$ cat src/rtl/rr_pkg.sv
package rr_pkg;

    typedef enum logic [1:0] {
        ST_IDLE   = 2'd0,
        ST_EMIT   = 2'd1,
        ST_REJECT = 2'd2
    } rr_state_e;

    typedef enum logic {
        MODE_PAIR  = 1'b0,
        MODE_NEIGH = 1'b1
    } rr_mode_e;

endpackage

$ cat src/rtl/rr_arbiter.sv
module rr_arbiter #(
    parameter int TIME_W = 8
) (
    input  logic [TIME_W-1:0] t_first,
    input  logic [TIME_W-1:0] t_second,
    output logic              first_wins
);
    // strict comparison: a tie goes to 0
    assign first_wins = (t_first < t_second);
endmodule

$ cat src/rtl/rr_pair_decode.sv
module rr_pair_decode #(
    parameter int NPATH  = 4,
    parameter int CODE_W = 4,
    parameter int IDX_W  = 2
) (
    input  logic [CODE_W-1:0] code,
    output logic [IDX_W-1:0]  first_idx,
    output logic [IDX_W-1:0]  second_idx,
    output logic              legal
);
    always_comb begin
        first_idx  = '0;
        second_idx = '0;
        legal      = 1'b0;
        for (int f = 0; f < NPATH; f++) begin
            for (int s = 0; s < NPATH; s++) begin
                if (f != s) begin
                    if (code == CODE_W'(f * (NPATH - 1) + ((s < f) ? s : s - 1))) begin
                        first_idx  = IDX_W'(f);
                        second_idx = IDX_W'(s);
                        legal      = 1'b1;
                    end
                end
            end
        end
    end
endmodule

$ cat src/rtl/rr_ctrl_fsm.sv
module rr_ctrl_fsm
    import rr_pkg::*;
(
    input  logic clk,
    input  logic rst_n,
    input  logic req,
    input  logic cfg_ok,
    output logic load_resp,
    output logic valid_o,
    output logic err_o
);
    rr_state_e state_q, state_d;

    always_comb begin
        if (req && cfg_ok) begin
            state_d = ST_EMIT;        // ACCEPT
        end else if (req) begin
            state_d = ST_REJECT;      // REFUSE
        end else begin
            state_d = ST_IDLE;        // QUIET
        end
    end

    always_ff @(posedge clk) begin
        if (!rst_n) begin
            state_q <= ST_IDLE;
        end else begin
            state_q <= state_d;
        end
    end

    assign load_resp = (state_d == ST_EMIT);

    always_comb begin
        valid_o = 1'b0;
        err_o   = 1'b0;
        unique case (state_q)
            ST_IDLE:   ;
            ST_EMIT:   valid_o = 1'b1;
            ST_REJECT: err_o   = 1'b1;
            default:   ;
        endcase
    end
endmodule

$ cat src/rtl/path_recomb_unit.sv
module path_recomb_unit
    import rr_pkg::*;
#(
    parameter int N_CHAINS = 2,
    parameter int TIME_W   = 8,
    localparam int NPATH   = 2 * N_CHAINS,
    localparam int NPAIR   = NPATH * (NPATH - 1),
    localparam int CODE_W  = $clog2(NPAIR),
    localparam int IDX_W   = $clog2(NPATH),
    localparam int RESP_W  = NPATH - 1
) (
    input  logic                    clk,
    input  logic                    rst_n,
    input  logic                    in_valid,
    input  logic [NPATH*TIME_W-1:0] arrival,
    input  logic                    cfg_mode,
    input  logic [CODE_W-1:0]       cfg_code,
    output logic                    out_valid,
    output logic [RESP_W-1:0]       out_resp,
    output logic                    out_err
);
    logic [TIME_W-1:0] path_t [NPATH];
    logic [RESP_W-1:0] neigh_bits;
    logic [IDX_W-1:0]  first_idx, second_idx;
    logic              pair_legal, pair_bit, cfg_ok, load_resp;
    logic [RESP_W-1:0] resp_d, resp_q;

    for (genvar i = 0; i < NPATH; i++) begin : g_unpack
        assign path_t[i] = arrival[i*TIME_W +: TIME_W];
    end

    // non-cyclic neighbour bank
    for (genvar i = 0; i < RESP_W; i++) begin : g_neigh
        rr_arbiter #(.TIME_W(TIME_W)) i_arb (
            .t_first    (path_t[i]),
            .t_second   (path_t[i+1]),
            .first_wins (neigh_bits[i])
        );
    end

    rr_pair_decode #(.NPATH(NPATH), .CODE_W(CODE_W), .IDX_W(IDX_W)) i_dec (
        .code       (cfg_code),
        .first_idx  (first_idx),
        .second_idx (second_idx),
        .legal      (pair_legal)
    );

    rr_arbiter #(.TIME_W(TIME_W)) i_pair_arb (
        .t_first    (path_t[first_idx]),
        .t_second   (path_t[second_idx]),
        .first_wins (pair_bit)
    );

    assign cfg_ok = (rr_mode_e'(cfg_mode) == MODE_NEIGH) || pair_legal;

    always_comb begin
        if (rr_mode_e'(cfg_mode) == MODE_NEIGH) begin
            resp_d = neigh_bits;
        end else begin
            resp_d = {{(RESP_W-1){1'b0}}, pair_bit};
        end
    end

    rr_ctrl_fsm i_fsm (
        .clk       (clk),
        .rst_n     (rst_n),
        .req       (in_valid),
        .cfg_ok    (cfg_ok),
        .load_resp (load_resp),
        .valid_o   (out_valid),
        .err_o     (out_err)
    );

    always_ff @(posedge clk) begin
        if (!rst_n) begin
            resp_q <= '0;
        end else if (load_resp) begin
            resp_q <= resp_d;
        end
    end

    assign out_resp = resp_q;
endmodule

$ cat config.mk
export PLATFORM = sky130hd
export DESIGN_NAME = path_recomb_unit
export DESIGN_NICKNAME = d
export VERILOG_FILES = /design/src/rtl/rr_pkg.sv /design/src/rtl/rr_arbiter.sv /design/src/rtl/rr_pair_decode.sv /design/src/rtl/rr_ctrl_fsm.sv /design/src/rtl/path_recomb_unit.sv
export SDC_FILE = /design/constraint.sdc
export NUM_CORES = 1
export LEC_CHECK = 0
export BUFFER_PORTS_ARGS = -buffer_cell sky130_fd_sc_hd__buf_2
export CAP_MARGIN = 20
export CORE_MARGIN = 2
export CORE_UTILIZATION = 48
export DETAILED_ROUTE_END_ITERATION = 6
export GPL_TIMING_DRIVEN = 0
export PLACE_DENSITY = 0.78
export SKIP_LAST_GASP = 1
export SYNTH_ARGS = -nofsm -noshare
export SYNTH_HDL_FRONTEND = slang
export SYNTH_SLANG_ARGS = --single-unit
$ cat constraint.sdc
create_clock -name clk -period 2.4 [get_ports clk]
set_input_delay 0.36 -clock clk [delete_from_list [all_inputs] [get_ports clk]]
set_output_delay 0.36 -clock clk [all_outputs]
set_load 0.02 [all_outputs]
# Word-level counts from Yosys, hierarchy flattened

Index checks and enable logic that the tools add are counted.

Muxes and demuxes: 44
$add $sub $neg: 0
Order comparisons: 6
Reduce and logical (&&, ||, !) cells: 3
Div/mod/pow operators: 0
Bitwise gates (word level): 2
Equal/unequal tests: 14
Multipliers: 0
Shifts and indexed selects: 0

Operator list:

| operator             | count |
|---|---|
| $mux W2              | 19 |
| $bmux W8 S2          | 2 |
| $lt A8 B8 Y1         | 4 |
| $mux W8              | 4 |
| $mux W1              | 18 |
| $eq A4 B3 Y1 const B | 4 |
| $eq A4 B4 Y1 const B | 4 |
| $eq A4 B2 Y1 const B | 2 |
| $ge A3 B3 Y1 const B | 2 |
| $not A2 Y3           | 2 |
| $eq A2 B1 Y1 const B | 2 |
| $eq A4 B1 Y1 const B | 1 |
| $logic_not A4 Y1     | 1 |
| $mux W3              | 1 |
| $eq A2 B2 Y1 const B | 1 |
| $logic_and A1 B1 Y1  | 1 |
| $logic_or A1 B1 Y1   | 1 |

Bits in read-only memories: 0
Latch bits: 0
Word-level logic and storage cells: 71
Output and inout port bits: 5
Memories: 0
RAM bits: 0
Bits in registers: 5
Input port bits: 40

# Logic depth before layout (Yosys ltp)

Depth in word-level cells: 19
Mapped depth: 14
Gate-level depth less buffers: 12

# Hierarchy

From an unflattened synthesis, not the netlist that was laid out.

Cells, all modules: 159
Area, all modules: 1,397.6 um^2

By module, submodules not included:

| module           | sequential area each (um^2) | times used | cells an instance | area an instance (um^2) |
|---|---|---|---|---|
| rr_arbiter       | 0.0                         | 4          | 25                | 176.4 |
| path_recomb_unit | 60.1                        | 1          | 33                | 516.7 |
| rr_pair_decode   | 0.0                         | 1          | 19                | 98.8 |
| rr_ctrl_fsm      | 40.0                        | 1          | 7                 | 76.3 |

# Worst setup path after synthesis

Ideal clock, no wire load.

Kind: in2reg
Start point: input cfg_code[3]
End point: register resp_q[0], in the netlist out_resp[0]
Slack: -0.134 ns
Path buffers: 1
Library setup time: 0.069 ns
Required time: 2.331 ns
Stages on the path: 13
Data arrival time: 2.465 ns
Path through: buf_4 -> inv_2 -> nor3_1 -> a21oi_2 -> o32ai_4 -> mux4_2 -> inv_1 -> ha_1 -> a211oi_1 -> o21ai_0 -> a21oi_1 -> a311oi_1 -> o21ai_1

Longest elaborated chain between the ends: 19
Elaborated cells on any way between the ends: 59
Classes of those cells: order compare: 1; eq/ne: 12; mux: 41; bitwise: 2; reduce/logical: 3

RTL lines:

| what                                        | RTL line               | text |
|---|---|---|
| from (decl)                                 | path_recomb_unit.sv:17 | `input logic [CODE_W-1:0] cfg_code,` |
| $logic_not A4 Y1                            | rr_pair_decode.sv:18   | `if (code == CODE_W'(f * (NPATH - 1) + ((s < f) ? s : s - 1))) begin` |
| $mux W1                                     | rr_pair_decode.sv:18   |  |
| $mux W2 (11 in series)                      | rr_pair_decode.sv:18   |  |
| $not A2 Y3 (not written as such)            | path_recomb_unit.sv:50 | `.t_second (path_t[second_idx]),` |
| $bmux W8 S2                                 | path_recomb_unit.sv:50 |  |
| $mux W8 (not written as such) (2 in series) | path_recomb_unit.sv:50 |  |
| $lt A8 B8 Y1                                | rr_arbiter.sv:9        | `assign first_wins = (t_first < t_second);` |
| $mux W3                                     | path_recomb_unit.sv:57 | `if (rr_mode_e'(cfg_mode) == MODE_NEIGH) begin` |
| to (signal assigned)                        | path_recomb_unit.sv:78 | `resp_q <= resp_d;` |
| to (decl)                                   | path_recomb_unit.sv:26 | `logic [RESP_W-1:0] resp_d, resp_q;` |

Parallel ways exist; a longest one is shown, timed or not. The select of a mux whose other input is x is not followed.
A chain may end at the register's enable or synchronous reset.

# Worst setup path in the final report

Same ends and word-level chain as after synthesis.

==> results.md <==
| Step | Metric | Reported |
|:---|:---|:---|
| status | Result of the run | finished, violations left |
| status | Violations in the final reports | negative setup slack |
| hold path | Type of the most critical hold path | input pin to register |
| routing | Detail Route Antenna Nets | 0 |
| final layout | Area growth from synthesis to layout | 32.47% |
| hold path | Hold path startpoint | cfg_mode |
| yosys | Share of synthesized flip-flops with an asynchronous set or reset | 0% |
| power and ir drop | Power density over the cells | 306.8 nW/um2 |
| final layout | Count of non-filler cells in the finished layout | 297 |
| floorplanning | Total I/O pin count | 45 |
| power and ir drop | Leakage power summed over all cells | 0.001036 uW |
| routing | Mean routed wirelength per cell | 13.02 um |
| routing | Vias after detailed routing | 1,602 |
| sta | Smallest hold slack | 0.3529 ns |
| floorplanning | Initial core utilization | 49.75% |
| critical path | Standard cell with the maximum stage delay on the critical path | mux4_2 |
| routing | Routed wire length | 3.866 mm |
| sta | Max Freq | 410.5 MHz |
| critical path | Nature of the critical path startpoint | input pin |
| critical path | Kind of end point of the critical path | register |
| yosys | Sequential share of the synthesized area | 6.645% |
| yosys | Mean instance size in the synthesized netlist | 7.686 um2 |
| cts | Clock network latency to the later pin of the worst-skew pair | 0.25 ns |
| cts | Clk sinks | 5 |
| critical path | Worst path cell trace | buf_2 -> bufbuf_16 -> o32ai_4 -> buf_6 -> buf_4 -> mux4_2 -> inv_1 -> ha_1 -> nand4_1 -> a311oi_1 -> o21ai_1 |
| critical path | Category of the critical setup timing path | input pin to register |
| critical path | Path depth of the worst reg2reg path | 4 |
| place | Cell Count Post-Placement | 283 |
| global routing | GRT overflow | 0 |
| routing | Mean number of vias per cell | 5.394 |
| critical path | Crit-path max cell delay | 0.48 ns |
| final layout | Share of final-layout standard cells stronger than drive strength 1 | 33.60% |
| global routing | Global-route wire length before repair | 6.072 mm |
| critical path | Worst path bufs/invs | 5 |
| routing | Count of unresolved DRC violations after routing | 0 |
| hold path | WHS Path Cells | 2 |
| yosys | Cell types with the largest area share after synthesis | ha_1, mux4_2, inv_1, a21oi_1, dfxtp_1 |
| sta | Worst-case headroom to the max-slew limit | 71.21% |
| critical path | Capturing point of the worst reg2reg path | out_resp[0] |
| hold path | Destination of the worst hold path | i_fsm.state_q[1] |
| sta | Final critical-path share of the clock period | 101.5% |
| yosys | Number of nets produced by synthesis | 264 |
| cts | Number of buffers inserted during clock tree synthesis | 3 |
| power and ir drop | Largest voltage drop on the vdd net | 0.1138 mV |
| final layout | Antenna cell count | 0 |
| sta | Final critical delay including setup and external delays | 2.436 ns |
| critical path | Worst r2r src | out_resp[0] |
| sta | Post-route clock skew | 0 ns |
| yosys | Synth area leader | ha_1 |
| routing | Number of detailed-route iterations in the first pass | 4 |
| yosys | Mapped Cells | 196 |
| sta | Final worst slack | -0.03626 ns |
| final layout | Number of nets in the layout | 322 |
| critical path | Worst setup slack for register-to-register paths | 1.44 ns |
| final layout | Filler instances | 297 |
| critical path | Top delay family on crit path | buffers and inverters |
| place | Post-detailed-placement half-perimeter wirelength | 2.991 mm |
| yosys | Main synth FF type | dfxtp_1 |
| yosys | Netlist area before placement | 1506 um2 |
| yosys | Number of flops mapped to enable cells by yosys | 0 |
| routing | First DRT Iteration DRCs | 50 |
| global routing | Largest net degree at the start of global routing | 11 |
| floorplanning | Die span in y | 60.02 um |
| global routing | Combined global-route utilization of all metal layers | 21.75% |
| sta | Setup tns final | -0.03626 ns |
| global routing | Number of antenna violations at the first check in global routing | 0 |
| cts | Number of levels the H-tree was split into | 1 |
| sta | Setup Viol. Count Final | 1 |
| sta | RSZ-0062 raised after global routing | true |
| yosys | Yosys warnings | 0 |
| sta | Total count of hold-check failures in the final report | 0 |
| place | Number of port buffers | 43 |
| cts | Clock root buffer | clkbuf_4 |
| floorplanning | Standard cell core area | 3028 um2 |
| run | Number of violations of the max-capacitance limit | 0 |
| yosys | Leading cell types by count after synthesis | ha_1, inv_1, a21oi_1 |
| floorplanning | Die outline area | 3602 um2 |
| global routing | Via count of the first global-routing pass | 1,509 |
| cts | Max Root-Sink Buffers | 2 |
| yosys | Synth Register Bits | 5 |
| yosys | Netlist cell types | 37 |
| critical path | Crit-path max FO | 4 |
| critical path | Worst endpoint required time | 2.52 ns |
| final layout | Final standard cell utilization of the core | 65.91% |
| sta | Actual transition at the worst max-transition pin | 0.4318 ns |
| cts | Hold_buf cts | 0 |
| floorplanning | Die span in x | 60.02 um |
| floorplanning | Number of standard-cell rows in the floorplan | 20 |
| sta | Count of pins over their slew limit | 0 |
| place | Final weighted congestion of routability-driven global placement | 0.8674 |
| critical path | Logic depth of the worst setup path including buffers | 11 |
| critical path | Arrival @ worst endpoint | 2.56 ns |
| yosys | Area share of the leading cell type in the synthesized netlist | 23.26% |
| place | Pre-CTS setup slack | -0.4998 ns |
| cts | Clock slew at reported path FFs | 0.04 ns |
| cts | Clock tree from TritonCTS | done |
-- area by class of cell --
class	instances	area, um2	share of cell area [%]
clock buffer	4	26.28	1.317
multi-input combinational	154	1295	64.89
tap	44	55.05	2.759
timing repair buffer	53	331.6	16.61
sequential	5	100.1	5.016
inverter	30	112.6	5.643
buffer	7	75.07	3.762
-- cell families (layout without fill, tap and decap cells) --
group           after synthesis  count (layout)  share of synthesized area (%)
flops                         5               5                          6.645
fa+ha+maj                    28              28                          23.26
mux                          19              19                          18.60
simple gates                 48              48                          15.78
xor+xnor                      1               1                         0.5815
compound gates               58              58                          24.92
buf+inv                      37              94                          10.22
-- cell usage in the layout, fill, tap and decap left out, types with 4 or more instances in the layout --
master	n
o21ai_1	4
ha_1	27
dfxtp_1	5
a211oi_1	9
o21ai_0	12
clkbuf_4	4
nor2_1	11
buf_2	43
nor2b_1	6
buf_4	9
inv_1	27
mux2i_1	10
a21oi_1	18
nand2_1	14
nand2b_1	5
mux4_2	7
-- through the flow --
stage,area [um2],power [uW]
after floorplan,1533,346.0
after global placement,1803,449.6
after detailed placement,1803,455.3
after CTS,1961,598.4
after global routing,1996,671.4
final,1996,612.3
-- power by group --
group / internal (uW) / switching [uW]
Clock: 62.9 / 35.2
Sequential: 91.0 / 3.28
Combinational: 210 / 210
-- registers in the layout, summed over array words and instances, names as in the netlist --
register / flops
i_fsm.state_q: 2
out_resp: 3
-- worst max path at each step --
stage                startpoint  slack, ns     endpoint
floorplan           cfg_code[3]      -0.02  out_resp[0]
global placement    cfg_code[0]      -0.47  out_resp[0]
detailed placement  cfg_code[0]      -0.50  out_resp[0]
CTS                 cfg_code[0]      0.002  out_resp[0]
global route        cfg_code[0]      -0.15  out_resp[0]
finish              cfg_code[3]      -0.04  out_resp[0]
-- layer usage --
metal  share of wire (%)  wire, um  global-route usage (%)
met1                  47      1816                   26.70
met5                   0         0                       0
met3                 3.2       125                  0.8658
met2                  48      1874                   40.37
met4                 1.3        50                   6.667
-- timing repair --
action / CTS / global route
pin swaps: 4 / 0
setup endpoints to repair: 1 / 1
gates cloned: 1 / 1
buffers inserted: 6 / 2
resized for setup: 12 / 8
endpoints found under the hold margin: 0 / 0
(Power assumes the default switching activity.)
